### src/rtl/vpg_pkg.sv
package vpg_pkg;
  localparam int COORD_W = 12;
  localparam int CH_W    = 8;
  localparam int RGB_W   = 24;
  localparam int NCH     = RGB_W / CH_W;
  localparam int SH_W    = 4;

  typedef enum logic [1:0] {
    PAT_OFF   = 2'd0,
    PAT_ROWS  = 2'd1,
    PAT_COLS  = 2'd2,
    PAT_CHECK = 2'd3
  } pat_mode_e;

  typedef struct packed {
    pat_mode_e          mode;
    logic [COORD_W-1:0] x0;
    logic [COORD_W-1:0] y0;
    logic [COORD_W-1:0] x1;
    logic [COORD_W-1:0] y1;
    logic [SH_W-1:0]    wsh;
    logic [RGB_W-1:0]   base;
    logic [RGB_W-1:0]   step;
  } pat_cfg_t;
endpackage

### src/rtl/vpg_timing.sv
module vpg_timing #(
  parameter int H_ACT  = 1024,
  parameter int H_FP   = 24,
  parameter int H_SYNC = 136,
  parameter int H_BP   = 160,
  parameter int V_ACT  = 768,
  parameter int V_FP   = 3,
  parameter int V_SYNC = 6,
  parameter int V_BP   = 29,
  parameter int XW     = 11,
  parameter int YW     = 10
) (
  input  logic          clk,
  input  logic          rst_n,
  output logic [XW-1:0] hpos,
  output logic [YW-1:0] vpos,
  output logic          active,
  output logic          hsync,
  output logic          vsync,
  output logic          frame_req
);
  localparam int H_TOT  = H_ACT + H_FP + H_SYNC + H_BP;
  localparam int V_TOT  = V_ACT + V_FP + V_SYNC + V_BP;
  localparam int HS_BEG = H_ACT + H_FP;
  localparam int HS_END = HS_BEG + H_SYNC;
  localparam int VS_BEG = V_ACT + V_FP;
  localparam int VS_END = VS_BEG + V_SYNC;

  logic          h_last, v_last;
  logic [XW-1:0] h_nxt;
  logic [YW-1:0] v_nxt;

  always_comb begin
    h_last = (int'(hpos) == H_TOT - 1);
    v_last = (int'(vpos) == V_TOT - 1);
    h_nxt  = h_last ? '0 : hpos + XW'(1);
    v_nxt  = vpos;
    if (h_last) v_nxt = v_last ? '0 : vpos + YW'(1);
  end

  always_ff @(posedge clk or negedge rst_n) begin
    if (!rst_n) begin
      hpos <= '0;
      vpos <= '0;
    end else begin
      hpos <= h_nxt;
      vpos <= v_nxt;
    end
  end

  assign active    = (int'(hpos) < H_ACT) && (int'(vpos) < V_ACT);
  assign hsync     = (int'(hpos) >= HS_BEG) && (int'(hpos) < HS_END);
  assign vsync     = (int'(vpos) >= VS_BEG) && (int'(vpos) < VS_END);
  assign frame_req = h_last && v_last;

  // a line ends by returning to column zero
  p_line_wrap_r2: assert property (@(posedge clk) disable iff (!rst_n)
    (int'(hpos) == H_TOT - 1) |=> (hpos == '0));

  // the line counter moves only after the last column of a line
  p_line_step_r3: assert property (@(posedge clk) disable iff (!rst_n)
    !$stable(vpos) |-> (int'($past(hpos)) == H_TOT - 1));
endmodule

### src/rtl/vpg_regs.sv
module vpg_regs
  import vpg_pkg::*;
(
  input  logic        clk,
  input  logic        rst_n,
  input  logic        wb_cyc_i,
  input  logic        wb_stb_i,
  input  logic        wb_we_i,
  input  logic [2:0]  wb_adr_i,
  input  logic [31:0] wb_dat_i,
  output logic        wb_ack_o,
  output logic [31:0] wb_dat_o,
  input  logic        frame_req,
  output pat_cfg_t    cfg_act
);
  pat_cfg_t    stage_q, stage_d;
  logic        valid_q, valid_d;
  logic        ack_q, ack_d;
  logic [31:0] rdat_q, rdat_d;
  logic        wr_en, rd_en, act_en;
  logic        unused_hi;

  assign unused_hi = ^wb_dat_i[31:RGB_W];

  always_comb begin
    ack_d   = wb_cyc_i && wb_stb_i && !ack_q;
    wr_en   = ack_d && wb_we_i;
    rd_en   = ack_d && !wb_we_i;
    act_en  = frame_req && valid_q;
    stage_d = stage_q;
    valid_d = valid_q;
    case (wb_adr_i)
      3'd0: begin
        stage_d.mode = pat_mode_e'(wb_dat_i[1:0]);
        valid_d      = wb_dat_i[8];
      end
      3'd1: begin stage_d.x0   = wb_dat_i[COORD_W-1:0]; valid_d = 1'b0; end
      3'd2: begin stage_d.y0   = wb_dat_i[COORD_W-1:0]; valid_d = 1'b0; end
      3'd3: begin stage_d.x1   = wb_dat_i[COORD_W-1:0]; valid_d = 1'b0; end
      3'd4: begin stage_d.y1   = wb_dat_i[COORD_W-1:0]; valid_d = 1'b0; end
      3'd5: begin stage_d.wsh  = wb_dat_i[SH_W-1:0];    valid_d = 1'b0; end
      3'd6: begin stage_d.base = wb_dat_i[RGB_W-1:0];   valid_d = 1'b0; end
      default: begin stage_d.step = wb_dat_i[RGB_W-1:0]; valid_d = 1'b0; end
    endcase
    case (wb_adr_i)
      3'd0:    rdat_d = {23'd0, valid_q, 6'd0, stage_q.mode};
      3'd1:    rdat_d = 32'(stage_q.x0);
      3'd2:    rdat_d = 32'(stage_q.y0);
      3'd3:    rdat_d = 32'(stage_q.x1);
      3'd4:    rdat_d = 32'(stage_q.y1);
      3'd5:    rdat_d = 32'(stage_q.wsh);
      3'd6:    rdat_d = 32'(stage_q.base);
      default: rdat_d = 32'(stage_q.step);
    endcase
  end

  always_ff @(posedge clk or negedge rst_n) begin
    if (!rst_n) begin
      stage_q <= '0;
      valid_q <= 1'b0;
      ack_q   <= 1'b0;
      rdat_q  <= '0;
      cfg_act <= '0;
    end else begin
      ack_q <= ack_d;
      if (wr_en) begin
        stage_q <= stage_d;
        valid_q <= valid_d;
      end
      if (rd_en)  rdat_q  <= rdat_d;
      if (act_en) cfg_act <= stage_q;
    end
  end

  assign wb_ack_o = ack_q;
  assign wb_dat_o = rdat_q;

  p_ack_single_r8: assert property (@(posedge clk) disable iff (!rst_n)
    wb_ack_o |=> !wb_ack_o);

  p_addr_write_clears_r9: assert property (@(posedge clk) disable iff (!rst_n)
    (wr_en && (wb_adr_i != 3'd0)) |=> !valid_q);

  p_swap_at_frame_r10: assert property (@(posedge clk) disable iff (!rst_n)
    !$stable(cfg_act) |-> ($past(frame_req) && $past(valid_q)));
endmodule

### src/rtl/vpg_pixel.sv
module vpg_pixel
  import vpg_pkg::*;
#(
  parameter int XW = 11,
  parameter int YW = 10
) (
  input  logic [XW-1:0]    hpos,
  input  logic [YW-1:0]    vpos,
  input  pat_cfg_t         cfg,
  output logic [RGB_W-1:0] pix_rgb
);
  logic [COORD_W-1:0] hx, vy, dx, dy;
  logic [CH_W-1:0]    cx, cy, n8;
  logic               in_roi, lit;

  always_comb begin
    hx     = COORD_W'(hpos);
    vy     = COORD_W'(vpos);
    in_roi = (hx >= cfg.x0) && (hx <= cfg.x1) && (vy >= cfg.y0) && (vy <= cfg.y1);
    dx     = hx - cfg.x0;
    dy     = vy - cfg.y0;
    cx     = CH_W'(dx >> cfg.wsh);
    cy     = CH_W'(dy >> cfg.wsh);
    case (cfg.mode)
      PAT_ROWS: begin n8 = cy;      lit = in_roi; end
      PAT_COLS: begin n8 = cx;      lit = in_roi; end
      PAT_CHECK: begin n8 = cx + cy; lit = in_roi && (cx[0] ^ cy[0]); end
      default:  begin n8 = '0;      lit = 1'b0; end
    endcase
  end

  for (genvar k = 0; k < NCH; k++) begin : g_ch
    logic [2*CH_W-1:0] prod;
    assign prod = cfg.step[k*CH_W +: CH_W] * n8;
    assign pix_rgb[k*CH_W +: CH_W] = lit ? (cfg.base[k*CH_W +: CH_W] + prod[CH_W-1:0]) : '0;
  end
endmodule

### src/rtl/stripe_video_gen.sv
module stripe_video_gen
  import vpg_pkg::*;
#(
  parameter int H_ACT  = 1024,
  parameter int H_FP   = 24,
  parameter int H_SYNC = 136,
  parameter int H_BP   = 160,
  parameter int V_ACT  = 768,
  parameter int V_FP   = 3,
  parameter int V_SYNC = 6,
  parameter int V_BP   = 29
) (
  input  logic             clk,
  input  logic             rst_n,
  input  logic             wb_cyc_i,
  input  logic             wb_stb_i,
  input  logic             wb_we_i,
  input  logic [2:0]       wb_adr_i,
  input  logic [31:0]      wb_dat_i,
  output logic             wb_ack_o,
  output logic [31:0]      wb_dat_o,
  output logic [RGB_W-1:0] vid_rgb_o,
  output logic             vid_hs_n_o,
  output logic             vid_vs_n_o,
  output logic             vid_blank_o
);
  localparam int H_TOT = H_ACT + H_FP + H_SYNC + H_BP;
  localparam int V_TOT = V_ACT + V_FP + V_SYNC + V_BP;
  localparam int XW    = $clog2(H_TOT);
  localparam int YW    = $clog2(V_TOT);

  logic [1:0]       rst_sync;
  logic             rst_i;
  logic [XW-1:0]    hpos;
  logic [YW-1:0]    vpos;
  logic             active, hsync, vsync, frame_req;
  pat_cfg_t         cfg_act;
  logic [RGB_W-1:0] pix_rgb, rgb_d;

  // asynchronous assertion, synchronous release
  always_ff @(posedge clk or negedge rst_n) begin
    if (!rst_n) rst_sync <= 2'b00;
    else        rst_sync <= {rst_sync[0], 1'b1};
  end
  assign rst_i = rst_sync[1];

  vpg_timing #(
    .H_ACT(H_ACT), .H_FP(H_FP), .H_SYNC(H_SYNC), .H_BP(H_BP),
    .V_ACT(V_ACT), .V_FP(V_FP), .V_SYNC(V_SYNC), .V_BP(V_BP),
    .XW(XW), .YW(YW)
  ) timing_i (
    .clk(clk), .rst_n(rst_i), .hpos(hpos), .vpos(vpos),
    .active(active), .hsync(hsync), .vsync(vsync), .frame_req(frame_req)
  );

  vpg_regs regs_i (
    .clk(clk), .rst_n(rst_i),
    .wb_cyc_i(wb_cyc_i), .wb_stb_i(wb_stb_i), .wb_we_i(wb_we_i),
    .wb_adr_i(wb_adr_i), .wb_dat_i(wb_dat_i),
    .wb_ack_o(wb_ack_o), .wb_dat_o(wb_dat_o),
    .frame_req(frame_req), .cfg_act(cfg_act)
  );

  vpg_pixel #(.XW(XW), .YW(YW)) pixel_i (
    .hpos(hpos), .vpos(vpos), .cfg(cfg_act), .pix_rgb(pix_rgb)
  );

  assign rgb_d = active ? pix_rgb : '0;

  always_ff @(posedge clk or negedge rst_i) begin
    if (!rst_i) begin
      vid_rgb_o   <= '0;
      vid_hs_n_o  <= 1'b1;
      vid_vs_n_o  <= 1'b1;
      vid_blank_o <= 1'b1;
    end else begin
      vid_rgb_o   <= rgb_d;
      vid_hs_n_o  <= !hsync;
      vid_vs_n_o  <= !vsync;
      vid_blank_o <= !active;
    end
  end

  p_dark_when_blank_r4: assert property (@(posedge clk) disable iff (!rst_i)
    vid_blank_o |-> (vid_rgb_o == '0));
endmodule

### config.mk
export PLATFORM = sky130hd
export DESIGN_NAME = stripe_video_gen
export DESIGN_NICKNAME = d
export VERILOG_FILES = /design/src/rtl/vpg_pkg.sv /design/src/rtl/vpg_timing.sv /design/src/rtl/vpg_regs.sv /design/src/rtl/vpg_pixel.sv /design/src/rtl/stripe_video_gen.sv
export SDC_FILE = /design/constraint.sdc
export NUM_CORES = 1
export LEC_CHECK = 0
export ABC_CLOCK_PERIOD_IN_PS = 12690
export BUFFER_PORTS_ARGS = -buffer_cell sky130_fd_sc_hd__buf_2
export CAP_MARGIN = 20
export CORE_ASPECT_RATIO = 1.5
export CORE_MARGIN = 2
export CORE_UTILIZATION = 55
export DETAILED_ROUTE_END_ITERATION = 10
export PLACE_DENSITY = 0.84
export SLEW_MARGIN = 10
export SYNTH_ARGS = -nofsm -noshare
export SYNTH_HDL_FRONTEND = slang
export SYNTH_SLANG_ARGS = --single-unit
### constraint.sdc
create_clock -name clk -period 12.69 [get_ports clk]
set_input_delay 1.9035 -clock clk [delete_from_list [all_inputs] [get_ports clk]]
set_output_delay 1.9035 -clock clk [all_outputs]
set_load 0.005 [all_outputs]
==> results of run 1 <==
-- power by group --
group | leakage [uW] | switching (uW) | internal [uW]
logic | 0.00572 | 79.7 | 85.3
registers | 0.00375 | 68.6 | 968
clock network | 0.000486 | 349 | 535
total | 0.00995 | 497 | 1590
-- registers in the layout, indices dropped and copies added (netlist names) --
register and cells:
regs_i.stage_q 102, regs_i.wb_ack_o 1, rst_sync 2, vid_hs_n_o 1, regs_i.cfg_act 102, regs_i.wb_dat_o 24, vid_rgb_o 24, timing_i.vpos 10
vid_vs_n_o 1, regs_i.valid_q 1, vid_blank_o 1, timing_i.hpos 11
-- metrics by stage --
step	area, um^2	total power [uW]
3_3_place_gp	19100	1200
6_report	20200	2090
3_5_place_dp	19100	1210
5_1_grt	20200	2160
2_1_floorplan	18400	1140
4_1_cts	20100	2090
-- cell families (layout without fill, tap and decap cells) --
logic type / after synthesis / in the layout / share of synthesized area [%]
compound gates: 307 / 307 / 11.9
xor+xnor: 75 / 75 / 4.07
fa+ha+maj: 166 / 166 / 13.6
buf+inv: 280 / 342 / 6.03
flops: 280 / 280 / 38.1
mux: 239 / 239 / 14.7
other cells: 2 / 11 / 0.0408
simple gates: 439 / 439 / 11.5
-- layer usage --
metal / GRT usage, % / vias up / wire, um
met5: 0 / - / 0
met3: 2.91 / 129 / 2170
met1: 32.7 / 6985 / 17800
li1: - / 6298 / -
met4: 16.8 / 0 / 3310
met2: 47.1 / 514 / 24300
-- cell usage in the layout, fill, tap and decap left out, types with 6 or more instances in the layout --
cell type and instances:
a22oi_1 11, and3_1 16, nor4_1 6, fa_1 57, mux2i_1 16, conb_1 9, xnor2_1 51, dfrtp_1 276
xor2_1 17, and2_1 57, buf_2 83, a211oi_1 20, clkbuf_16 27, nor2b_1 17, a31oi_1 10, or3_1 10
o31ai_1 6, clkbuf_8 7, nand2b_1 7, inv_1 186, nand3_1 22, nor3_1 23, a21o_1 36, mux2_2 219
nor2_1 91, nand2_1 151, buf_4 19, a21oi_1 65, o21ai_0 52, ha_1 109, a221oi_1 21, nand4_1 13
-- critical path, delay by kind of cell (launching register included) --
kind            cells  cell delay, ps
fa+ha+maj           8            3210
simple gates        2             390
compound gates     15            3560
buf+inv             4             320
xor+xnor            6            1220
flops               1             410
-- worst paths after layout --
kind	from	endpoint	slack (ps)	depth (start not counted)
worst min register to register	rst_sync[0]	rst_sync[1]	350	0
worst max register to register	timing_i.hpos[0]	vid_rgb_o[23]	3460	35
worst max-delay path	timing_i.hpos[0]	vid_rgb_o[23]	3460	35
worst min-delay path	rst_sync[0]	rst_sync[1]	350	0
min in group asynchronous	rst_sync[1]	regs_i.stage_q[93]	410	0
max in group asynchronous	rst_sync[1]	vid_rgb_o[9]	10010	2
-- cell type report --
| class | count | area share, % |
|---|---|---|
| clock buffers | 37 | 3.88 |
| diodes | 2 | 0.0248 |
| flip-flops and latches | 280 | 34.8 |
| well taps | 420 | 2.60 |
| inverters | 188 | 3.50 |
| multi-input cells | 1235 | 51.2 |
| clock inverters | 13 | 1.03 |
| repair buffers | 104 | 3.04 |
==> flow_summary.toml, run 1 <==
[placed_design]
gp_congestion = 0.908
dp_hpwl_um = 35600
dp_slack_ps = 3620
dp_cells = 2226
port_buffers = 83

[synth]
synth_edf_count = 0
synth-main-ff-cell = "dfrtp_1"
yosysWarnings = 0
synthCells = 1788
synth-seq-cells = 280
ys_types = 92
ys_top_cells_by_count = "dfrtp_1 (277), mux2_2 (219), inv_1 (186), nand2_1 (152), ha_1 (109)"
yosysMostFrequentCell = "dfrtp_1"
yosysSeqAreaShare_pct = 38.1
yosys-top-cells-area = "dfrtp_1 (38%), mux2_2 (13%), ha_1 (7.4%)"
synth_top_area_share_pct = 37.7
avgSynthCellArea_um2 = 10.3
async_flop_share_pct = 100
synth_area_leader_cell = "dfrtp_1"
syn-cell-area_um2 = 18400

[timing]
setup_tns_ps = 0
hold_violations = 0
tightest_slew_ps = 978
fin_skew_ps = 17.7
report.final.slew_viol_count = 0
fmax_ghz = 0.108
hold_ws_ps = 350
slew_headroom_pct = 34.8
min_period_ps = 9230
setup_viol = 0
rsz0062_at_grt = "no"
fin_crit_sh_pct = 72.8
setup_slack_ps = 3460

[power_and_ir_drop]
p_per_area_nw_per_um2 = 103
leakagePower_uw = 0.00995
vdd_drop_max_v = 0.000104

[flow_run]
maxCapViolations = 0

[clock_tree]
clkLatencyLatePin_ps = 560
cts_tree = "done"
ctsResizeCount = 0
clk_pin_slew_ps = 70
numCtsBuffers = 27
cts_setup_buffers = 0
cts.sinks = 280
cts-root-buf = "clkbuf_16"
cts_max_level = 1
hold_buffers = 0
cts_buffer_depth = 3

[floorplan]
die_x_um = 153
std_cell_rows = 82
die_h_um = 228
pin_count = 100
fp.dieArea_um2 = 35000
placeableCoreArea_um2 = 33100
start_util_pct = 55.5

[global_route]
grt_use_total_pct = 27.3
grt_max_degree = 92
grt_remaining_overflow = 0
grt_pass1_vias = 14200
antenna_found_initial = 2
grt_pass1_wl_um = 76400

[finish]
num-nets-final = 2042
multi_input_area_um2 = 10300
syn2layout_area_growth_pct = 9.66
layout-drive-gt1-share_pct = 21.7
final_cells = 2279
fill_cells = 2580
regArea_um2 = 7010
final_core_util_pct = 60.9

[detailed_routing]
drc = 0
antenna_left = 0
wl_per_cell_um = 20.9
drt_wl_total_um = 47600
viasPerCell = 6.11
first_pass_iters = 6
drt_iter0_markers = 1023
vias = 13900

[outcome]
status = "completed"

[worst_setup_path]
worstSetupPathType = "reg2reg"
start_kind = "flop"
required_ps = 13140
cp_slowest_stage_delay_ps = 560
endpoint_kind = "flop"
cpMaxStageDelayCell = "fa_1"
cp_max_fo = 7
critPathArrivalTime_ps = 9680

[hold_path]
hold_path_class = "reg2reg"
Note: power is estimated with default switching activity, not from simulation.
==> run 2, diff against run 1 <==
--- a/config.mk
+++ b/config.mk
@@ -5,14 +5,15 @@
 export SDC_FILE = /design/constraint.sdc
 export NUM_CORES = 1
 export LEC_CHECK = 0
-export ABC_CLOCK_PERIOD_IN_PS = 12690
+export ABC_AREA = 1
+export ABC_CLOCK_PERIOD_IN_PS = 7930
 export BUFFER_PORTS_ARGS = -buffer_cell sky130_fd_sc_hd__buf_2
 export CAP_MARGIN = 20
 export CORE_ASPECT_RATIO = 1.5
 export CORE_MARGIN = 2
 export CORE_UTILIZATION = 55
 export DETAILED_ROUTE_END_ITERATION = 10
-export PLACE_DENSITY = 0.84
+export PLACE_DENSITY = 0.87
 export SLEW_MARGIN = 10
 export SYNTH_ARGS = -nofsm -noshare
 export SYNTH_HDL_FRONTEND = slang
==> constraint.sdc (replaced) <==
create_clock -name clk -period 7.93 [get_ports clk]
set_input_delay 1.1895 -clock clk [delete_from_list [all_inputs] [get_ports clk]]
set_output_delay 1.1895 -clock clk [all_outputs]
set_load 0.005 [all_outputs]
==> flow_summary.toml, run 2 <==
[clock_tree]
cts.sinks = 280
cts_max_level = 1
clkLatencyLatePin_ps = 580
cts_tree = "done"
cts-root-buf = "clkbuf_16"
cts_buffer_depth = 3
hold_buffers = 0
numCtsBuffers = 27
clk_pin_slew_ps = 60

[global_route]
grt_pass1_wl_um = 78200
antenna_found_initial = 0
grt_max_degree = 183
grt_use_total_pct = 27.9
grt_pass1_vias = 15700
grt_remaining_overflow = 0

[floorplan]
start_util_pct = 55.9
fp.dieArea_um2 = 34800
std_cell_rows = 81
pin_count = 100
die_h_um = 227
placeableCoreArea_um2 = 32700
die_x_um = 153

[hold_path]
hold_path_class = "reg2async"

[finish]
antenna_cells = 0
final_core_util_pct = 61.1
num-nets-final = 2613
final_cell_mix = "nand2_1 (587), inv_1 (423), dfrtp_1 (276)"
final_common_cell = "nand2_1"
fill_cells = 2739
syn2layout_area_growth_pct = 9.31
reg_top3 = "regs_i.cfg_act (102), regs_i.stage_q (102)"
layout-drive-gt1-share_pct = 10.4

[timing]
fmax_ghz = 0.136
fin_crit_sh_pct = 92.4
rsz0062_at_grt = "no"
tightest_slew_ps = 1080
hold_violations = 0
fin_skew_ps = 22.9
slew_headroom_pct = 27.4
setup_tns_ps = 0
setup_viol = 0
report.final.slew_viol_count = 0
min_period_ps = 7330

[synth]
synth_area_leader_cell = "dfrtp_1"
async_flop_share_pct = 100
yosys-top-cells-area = "dfrtp_1 (38%), nand2_1 (12%), inv_1 (8.7%)"
synth_top_area_share_pct = 37.9
yosysWarnings = 0
avgSynthCellArea_um2 = 7.77
ys_types = 59
yosysSeqAreaShare_pct = 38.3
syn-cell-area_um2 = 18300
synth-main-ff-cell = "dfrtp_1"
ys_top_cells_by_count = "nand2_1 (588), inv_1 (426), dfrtp_1 (277), nand3_1 (193), o21ai_0 (182)"
synth_edf_count = 0
synthCells = 2354
yosysMostFrequentCell = "nand2_1"
synth-seq-cells = 280

[worst_setup_path]
cp_max_fo = 7
r2r_cells = 43
endpoint_kind = "flop"
crit_cells = 43
crit_buf_inv = 8
cpMaxStageDelayCell = "fa_1"
cp_slowest_stage_delay_ps = 550
required_ps = 8400
cp_common_cell = "nand2_1"
worstSetupPathType = "reg2reg"
critPathArrivalTime_ps = 7800
path_delay_family = "adder cells"
start_kind = "flop"

[detailed_routing]
top_layer_used = "met4"
antenna_left = 0
vias = 15900
drt_iter0_markers = 1206
first_pass_iters = 5
wl_met1_um = 17700
met2_length_um = 23900
drt_wl_total_um = 48200
routed-wl-met3_um = 2980
viasPerCell = 5.59
wl_per_cell_um = 17.0
drc = 0

[power_and_ir_drop]
p_per_area_nw_per_um2 = 163
leakagePower_uw = 0.0105
vdd_drop_max_v = 0.000193

[flow_run]
maxCapViolations = 0

[placed_design]
port_buffers = 83
gp_congestion = 0.909
dp_hpwl_um = 36700

[outcome]
status = "completed"
-- run 2: cell count changes after synthesis, sizes merged, moves of 19 or more --
cell	previous run	this run
nand3	22	208
nor2	92	125
inv	186	437
a21oi	69	50
and2	57	3
a21o	36	1
xnor2	52	4
mux2	220	40
nand2	153	605
o21ai	55	189
-- run 2: cell families after synthesis --
family / count (synthesis) / share of synthesized area (%)
AOI/OAI and AO/OA: 307 / 9.46
xor gates and xnor gates: 19 / 0.909
adders and majority gates: 166 / 13.7
buffers and inverters: 527 / 11.2
DFF: 280 / 38.3
muxes: 40 / 2.46
other: 2 / 0.0410
and+or+nand+nor: 1013 / 23.9
-- run 2: per-layer routing --
metal / global-route usage, % / vias up
li1: - / 7560
met1: 32.2 / 7526
met2: 48.5 / 623
met3: 3.77 / 177
met4: 18.5 / 0
met5: 0 / -
-- run 2: cell type report --
type	instances	area [um^2]	share of cell area, %
sequential	280	7010	35.1
clock inverter	11	168	0.838
multi-input combinational	1554	9300	46.5
inverter	440	1660	8.30
clock buffer	36	749	3.75
timing repair buffer	104	589	2.95
tap	415	519	2.60
-- run 2: what timing repair did --
item	CTS	global route
setup endpoints to repair	0	2
setup buffers	0	3
resized for setup	0	8
-- run 2: worst paths after layout --
path	slack (ps)	startpoint	end
setup / recovery	600	timing_i.hpos[0]	vid_rgb_o[7]
hold / removal	200	rst_sync[1]	regs_i.wb_dat_o[10]
setup reg to reg	600	timing_i.hpos[0]	vid_rgb_o[7]
hold reg to reg	200	rst_sync[1]	regs_i.wb_dat_o[10]
max in group asynchronous	6430	rst_sync[1]	timing_i.hpos[7]
min in group clk	350	rst_sync[0]	rst_sync[1]
-- run 2: report_power, final --
part | internal [uW] | switching, uW | leakage [uW]
Clock | 769 | 579 | 0.000448
Combinational | 96.9 | 180 | 0.00632
Sequential | 1550 | 95.7 | 0.00376
Total | 2410 | 854 | 0.0105
-- run 2: per-stage QoR --
step | hold WS, ps | total power, uW | instances | setup WS (ps) | cell area, um^2
5_1_grt | 231 | 3370 | 2840 | 29.9 | 20000
6_report | 204 | 3270 | 2840 | 600 | 20000
3_5_place_dp | 208 | 1930 | 2790 | 498 | 19000
4_1_cts | 214 | 3270 | 2837 | 468 | 20000
2_1_floorplan | 331 | 1800 | 2361 | 1210 | 18300
3_3_place_gp | 207 | 1910 | 2789 | 637 | 19000
-- run 2: worst reg2reg max path, delay by kind of cell (launching register included) --
kind | cells | cell delay [ps]
simple gates | 23 | 2350
flops | 1 | 410
buf+inv | 8 | 670
fa+ha+maj | 9 | 3450
compound gates | 3 | 360
